File: src/rtl/fwd_pkg.sv
package fwd_pkg;

    typedef enum logic [1:0] {
        SEL_RF = 2'b00,
        SEL_RZ = 2'b01,
        SEL_RY = 2'b10
    } fwd_sel_e;

    // Priority: the younger producer in Memory first, unless it is a load
    function automatic fwd_sel_e pick_source(input logic hit_mem,
                                             input logic mem_load,
                                             input logic hit_wb);
        if (hit_mem && !mem_load) return SEL_RZ;
        if (hit_wb)               return SEL_RY;
        return SEL_RF;
    endfunction

endpackage

File: src/rtl/fwd_select.sv
module fwd_select
    import fwd_pkg::*;
#(
    parameter int ADDR_W = 5
) (
    input  logic [ADDR_W-1:0] src,
    input  logic [ADDR_W-1:0] mem_dst,
    input  logic              mem_wen,
    input  logic              mem_is_load,
    input  logic [ADDR_W-1:0] wb_dst,
    input  logic              wb_wen,
    output fwd_sel_e          sel,
    output logic              load_hazard
);
    localparam logic [ADDR_W-1:0] ZERO_REG = '0;

    logic hit_mem;
    logic hit_wb;

    always_comb begin
        hit_mem     = mem_wen && (mem_dst != ZERO_REG) && (mem_dst == src);
        hit_wb      = wb_wen  && (wb_dst  != ZERO_REG) && (wb_dst  == src);
        load_hazard = hit_mem && mem_is_load;
        sel         = pick_source(hit_mem, mem_is_load, hit_wb);
    end
endmodule

File: src/rtl/fwd_mux.sv
module fwd_mux
    import fwd_pkg::*;
#(
    parameter int DATA_W = 32
) (
    input  fwd_sel_e          sel,
    input  logic [DATA_W-1:0] rf_val,
    input  logic [DATA_W-1:0] rz_val,
    input  logic [DATA_W-1:0] ry_val,
    output logic [DATA_W-1:0] out_val
);
    always_comb begin
        unique case (sel)
            SEL_RZ:  out_val = rz_val;
            SEL_RY:  out_val = ry_val;
            default: out_val = rf_val;
        endcase
    end
endmodule

File: src/rtl/load_use_interlock.sv
module load_use_interlock (
    input  logic clk,
    input  logic rst,
    input  logic hazard,
    output logic stall
);
    logic stalled_q;

    // Grant at most one stall cycle per hazard
    assign stall = hazard && !stalled_q;

    always_ff @(posedge clk) begin
        if (rst) stalled_q <= 1'b0;
        else     stalled_q <= stall;
    end
endmodule

File: src/rtl/fwd_unit.sv
module fwd_unit
    import fwd_pkg::*;
#(
    parameter int ADDR_W = 5,
    parameter int DATA_W = 32
) (
    input  logic              clk,
    input  logic              rst,
    input  logic [ADDR_W-1:0] ex_src_a,
    input  logic [ADDR_W-1:0] ex_src_b,
    input  logic [DATA_W-1:0] rf_opnd_a,
    input  logic [DATA_W-1:0] rf_opnd_b,
    input  logic [ADDR_W-1:0] mem_dst,
    input  logic              mem_wen,
    input  logic              mem_is_load,
    input  logic [DATA_W-1:0] mem_rz,
    input  logic [ADDR_W-1:0] wb_dst,
    input  logic              wb_wen,
    input  logic [DATA_W-1:0] wb_ry,
    output logic [1:0]        sel_a,
    output logic [1:0]        sel_b,
    output logic [DATA_W-1:0] alu_opnd_a,
    output logic [DATA_W-1:0] alu_opnd_b,
    output logic              stall
);
    localparam int NUM_SRC = 2;

    logic [ADDR_W-1:0] src_vec [NUM_SRC];
    logic [DATA_W-1:0] rf_vec  [NUM_SRC];
    logic [DATA_W-1:0] out_vec [NUM_SRC];
    fwd_sel_e          sel_vec [NUM_SRC];
    logic [NUM_SRC-1:0] hazard_vec;

    assign src_vec[0] = ex_src_a;
    assign src_vec[1] = ex_src_b;
    assign rf_vec[0]  = rf_opnd_a;
    assign rf_vec[1]  = rf_opnd_b;

    for (genvar i = 0; i < NUM_SRC; i++) begin : g_src
        fwd_select #(.ADDR_W(ADDR_W)) u_select (
            .src         (src_vec[i]),
            .mem_dst     (mem_dst),
            .mem_wen     (mem_wen),
            .mem_is_load (mem_is_load),
            .wb_dst      (wb_dst),
            .wb_wen      (wb_wen),
            .sel         (sel_vec[i]),
            .load_hazard (hazard_vec[i])
        );

        fwd_mux #(.DATA_W(DATA_W)) u_mux (
            .sel     (sel_vec[i]),
            .rf_val  (rf_vec[i]),
            .rz_val  (mem_rz),
            .ry_val  (wb_ry),
            .out_val (out_vec[i])
        );
    end

    load_use_interlock u_interlock (
        .clk    (clk),
        .rst    (rst),
        .hazard (|hazard_vec),
        .stall  (stall)
    );

    assign sel_a      = sel_vec[0];
    assign sel_b      = sel_vec[1];
    assign alu_opnd_a = out_vec[0];
    assign alu_opnd_b = out_vec[1];
endmodule

File: config.mk
export PLATFORM = sky130hd
export DESIGN_NAME = fwd_unit
export DESIGN_NICKNAME = d
export VERILOG_FILES = /design/src/rtl/fwd_pkg.sv /design/src/rtl/fwd_select.sv /design/src/rtl/fwd_mux.sv /design/src/rtl/load_use_interlock.sv /design/src/rtl/fwd_unit.sv
export SDC_FILE = /design/constraint.sdc
export NUM_CORES = 1
export LEC_CHECK = 0
export BUFFER_PORTS_ARGS = -buffer_cell sky130_fd_sc_hd__buf_2
export CORE_AREA = 2 2 86 88
export CTS_BUF_LIST = sky130_fd_sc_hd__clkbuf_16
export CTS_CLUSTER_DIAMETER = 200
export DETAILED_ROUTE_END_ITERATION = 6
export DIE_AREA = 0 0 88 90
export MAX_ROUTING_LAYER = met4
export PLACE_DENSITY = 0.81
export SLEW_MARGIN = 5
export SYNTH_ARGS = -nofsm -noshare
export SYNTH_HDL_FRONTEND = slang
export SYNTH_SLANG_ARGS = --single-unit
export TNS_END_PERCENT = 30
File: constraint.sdc
create_clock -name clk -period 2.09 [get_ports clk]
set_input_delay 0 -clock clk [delete_from_list [all_inputs] [get_ports clk]]
set_output_delay 0 -clock clk [all_outputs]
set_load 0.01 [all_outputs]
# Word-level counts from Yosys, hierarchy flattened
# Cells that the tools add are included.
# word_totals
register_bits	1
latch_bits	0
ram_bits	0
rom_bits	0
in_bits	153
memories	0
# classes
n_addsub	0
multipliers	0
n_div	0
order_cmp	0
n_eq_ne	8
shifts	0
mux	16
n_bitwise	0
reduce_logical	16
# ops
op	count
case mux 32 bit (2 select lines)	2
== test 5 bit	4
two-way mux 2 bit	8
logical AND 1 bit	11
nonzero test 5 bit	2
two-way mux 1 bit	6
== test 2 x 1 -> 1 bit (second input constant)	2
== test 2 bit (second input constant)	2
logical NOT 1 bit	2
OR reduction 2 bit	1

# Longest topological paths before layout
# logic_depth
ltp_word	10
depth_mapped	7
mapped_depth_nobuf	5

# Modules after synthesis
# Synthesis repeated with hierarchy kept, for this count alone.
# hier_totals
cells_unflattened	272
hier_area_um2	1649.1
# by_module_without_submodules
mod	instances	cells_per_inst	area_per_inst_um2	seq_area_each_um2
fwd_mux	2	113	636.9	0.0
fwd_select	2	21	165.2	0.0
load_use_interlock	1	3	38.8	20.0
fwd_unit	1	1	6.3	0.0

# Worst setup path after synthesis
# Ideal clock, no wire load.
# synth_path
path_kind	input to output
from	input mem_dst[1]
to	output sel_b[1]
arrival_ns	1.418
setup_slack_ns	0.672
path_stages	6
n_path_buf	1
path_cell_list	or4_4 o211ai_2 or2_1 buf_2 inv_2 nor4_2
# synth_between
elab_chain_cells	6
# synth_lines
element	line	rtl
from (decl)	fwd_unit.sv:13	input logic [ADDR_W-1:0] mem_dst,
nonzero test 5 bit	fwd_select.sv:21	hit_mem = mem_wen && (mem_dst != ZERO_REG) && (mem_dst == src);
logical AND 1 bit	fwd_select.sv:21	
logical AND 1 bit (*)	fwd_select.sv:21	
logical AND 1 bit (*)	fwd_pkg.sv:13	if (hit_mem && !mem_load) return SEL_RZ;
two-way mux 1 bit (*)	fwd_pkg.sv:13	
two-way mux 2 bit (*)	fwd_pkg.sv:14	if (hit_wb) return SEL_RY;
to (decl)	fwd_unit.sv:21	output logic [1:0] sel_b,
# Every way passes the cells marked *; elsewhere a longest branch is shown, timed or not.

# Worst setup path in the final report
# layout_path
from	input mem_dst[1]
to	output alu_opnd_a[2]
# layout_between
elab_chain_cells	8
# layout_lines
element	line	rtl
nonzero test 5 bit	fwd_select.sv:21	
logical AND 1 bit	fwd_select.sv:21	
logical AND 1 bit (*)	fwd_select.sv:21	
logical AND 1 bit (*)	fwd_pkg.sv:13	
two-way mux 1 bit (*)	fwd_pkg.sv:13	
two-way mux 2 bit (*)	fwd_pkg.sv:14	
== test 2 bit / == test 2 x 1 -> 1 bit (equally long branches)	fwd_mux.sv:13	unique case (sel)
case mux 32 bit (2 select lines) (*)	fwd_mux.sv:13	
to (decl)	fwd_unit.sv:22	output logic [DATA_W-1:0] alu_opnd_a,
# Marks and branches as above.

==> impl_metrics.csv <==
group,metric,value,unit
clock_tree,cts_resized,0,
critical_path,cpPeakStageDelay,0.58,ns
timing,timing.fmax,0.563,GHz
critical_path,path_common_cell,"buf_2",
synthesis,synth.distinct_cells,32,
timing,grt_setup_unrepaired,"no",
grt,grt.total_usage,29.1,%
synthesis,synth.cell_area,0.00244,mm²
critical_path,crit_chain,"buf_2 > or4_4 > o211ai_4 > buf_4 > nor3_1 > a31oi_1 > buf_2",
grt,grt_max_degree,99,
floorplan,coreArea,0.00702,mm²
critical_path,timing.critical_path.slowest_stage_cell,"or4_4",
hold_path,hp-start,"rst",
timing,finalCritPeriodShare,85.0,%
synthesis,syn_inst,403,
clock_tree,postCtsHoldBufs,0,
cells_and_area,reg.largest.list,"u_interlock.stalled_q x1",
timing,setup_viol,0,
power_and_ir_drop,peakVddDrop,0.166,mV
power_and_ir_drop,leakage,1.54,nW
routing,drtAntennaViolNets,0,
cells_and_area,layout-drive-gt1-share,44.1,%
synthesis,synthTopCellsByArea,"o31ai_1 19%, a31oi_1 16%, nor3_1 13%",
critical_path,r2r_slack,1.19,ns
hold_path,hp-class,"in2reg",
routing,drtPass1Iterations,5,
synthesis,syn_avg_cell_area,6.06,µm²
cells_and_area,final_nets,733,
run_status,status,"complete, no violations",
grt,antenna_found_initial,0,
timing,layout_min_cycle_time,1.78,ns
cells_and_area,utilization,51.6,%
synthesis,ys_warn_count,0,
grt,grt_overflow_total,0,
critical_path,rr_endpoint,"u_interlock.stalled_q",
timing,setup_slack,0.312,ns
clock_tree,cts.clk_slew.worst_paths,0,ns
power_and_ir_drop,power_density,231,mW/mm²
place,portBuffers,221,
floorplan,num_rows,31,
place,place_area,0.00362,mm²
cells_and_area,top_register,"u_interlock.stalled_q",
critical_path,endpoint_kind,"output pin",
run,maxCapViolCount,0,
synthesis,yosys.area.top_type,"o31ai_1",
routing,drc,0,
routing,avgRoutedWirePerCell,18.0,µm
floorplan,die_w,88,µm
timing,final_hold_viol_count,0,
clock_tree,post_cts_buffers,0,
cells_and_area,largest_reg_flops,1,
synthesis,ys_ff_latch,1,
routing,via_count,4276,
cells_and_area,synthToLayoutAreaGrowth,48.5,%
floorplan,initial_core_util,34.8,%
cells_and_area,post-route-cell-area,0.00362,mm²
clock_tree,clock_latency,0,ns
timing,finalClockSkew,0,ns
timing,max_slew_margin,49.0,%
floorplan,ios,222,
hold_path,hold_depth,2,
place,dp_hpwl,8.63,mm
timing,worst_pin_slew,0.761,ns
routing,routed_wl,12.2,mm
synthesis,syn_nets,556,
grt,grt_pass1_wl,18.8,mm
routing,dr.first_iter.drc_count,398,
timing,fin_setup_tns,0,ns
power_and_ir_drop,power,0.000836,W
critical_path,worstRegToRegCells,2,
synthesis,seq_area_frac_synth,0.820,%
critical_path,crit_arrival,1.78,ns
critical_path,worstSetupPathType,"in2out",
routing,routed_via_density,6.32,
place,pre_cts_ws,0.373,ns
grt,first_global_vias,3940,
critical_path,crit_fanout,32,
critical_path,critPathLaunchType,"input pin",
place,place.gp.congestion,0.887,
timing,maxSlewViolCount,0,
floorplan,die-area,0.00792,mm²
floorplan,die_y,90,µm
cells_and_area,diodes,0,
synthesis,yosysTopAreaCellShare,19.4,%
critical_path,r2r_start,"u_interlock.stalled_q",
critical_path,cp_data_required_time,2.09,ns
hold_path,holdPathEnd,"u_interlock.stalled_q",
==> worst max-delay path: cells and delay by family <==
family / cells / cell delay, ns
AO/OA/AOI/OAI: 2 / 0.35
buffers and inverters: 3 / 0.65
AND/OR/NAND/NOR: 2 / 0.74
==> stage by stage <==
step / hold slack, ns / std cells
final: 0.171 / 677
after global routing: 0.194 / 677
after CTS: 0.173 / 677
after detailed placement: 0.175 / 677
after global placement: 0.167 / 677
after floorplan: 0.0831 / 403
==> final cells by class <==
type                       count  area, µm²
sequential                     1       20.0
fill                         720       3400
timing repair buffer         239       1280
tap                           99        124
multi-input combinational    303       2070
inverter                      35        131
==> synth_stat cells, drive strengths merged <==
cell / number
nor4: 4
a21boi: 1
xnor2: 11
xor2: 9
a2111oi: 1
nand4: 34
a31oi: 63
a211oi: 1
o31ai: 63
nor3: 64
nand3: 1
o31a: 2
or4: 32
a21bo: 1
or2: 3
buf: 24
nand2b: 1
nor2b: 1
or3: 2
o21ai: 1
dfxtp: 1
nor2: 3
nand2: 1
inv: 35
clkbuf: 40
o211ai: 2
nand4bb: 2
==> worst max-delay path by stage <==
stage               startpoint        endpoint  cells after the start  slack [ns]
floorplan           mem_dst[1]        sel_b[1]                      6        0.67
global placement    mem_dst[1]   alu_opnd_a[2]                      7        0.38
detailed placement  mem_dst[1]   alu_opnd_a[2]                      7        0.37
CTS                 mem_dst[1]   alu_opnd_a[2]                      7        0.37
global route         wb_dst[1]  alu_opnd_a[31]                      7        0.26
finish              mem_dst[1]   alu_opnd_a[2]                      7        0.31
==> metal layers <==
layer / up-vias / track usage, % / part of all wire (%) / wire, µm
li1: 1955 / - / - / -
met1: 1918 / 35.9 / 36 / 4430
met2: 368 / 50.7 / 50 / 6070
met3: 35 / 1.93 / 12 / 1450
met4: 0 / 7.18 / 2.1 / 262
met5: - / - / 0 / 0
==> logic make-up (layout without fill, tap and decap cells) <==
logic type	count (synthesis)	in the layout	synth area share [%]
flops	1	1	0.820
buf+inv	99	274	16.2
xor+xnor	20	20	7.18
compound gates	135	135	38.9
simple gates	148	148	36.9
==> layout by cell type (no fill, tap or decap) <==
master and instances:
a21bo_2 1, nand4_1 34, a211oi_1 1, a2111oi_0 1
nor3_1 63, nor2b_1 1, nand2b_1 1, or4_1 31
or3_1 2, or2_2 1, nand2_2 1, nand4bb_2 2
xor2_1 9, o31ai_1 63, o211ai_4 2, buf_12 3
nor3_2 1, nor4_1 2, o31a_1 2, or2_1 2
buf_2 221, inv_1 33, nor2_1 2, inv_2 2
or4_4 1, a21boi_2 1, buf_4 15, a31oi_1 63
nor2_2 1, o21ai_0 1, xnor2_1 11, nor4_2 2
nand3_2 1, dfxtp_1 1
==> power breakdown <==
group / total (W) / internal, W / switching, W
clock: 0 / 0 / 0
sequential: 0.0000197 / 0.0000197 / 0.0000000420
combinational: 0.000816 / 0.000310 / 0.000506
Power figures use the tool's default switching activity.
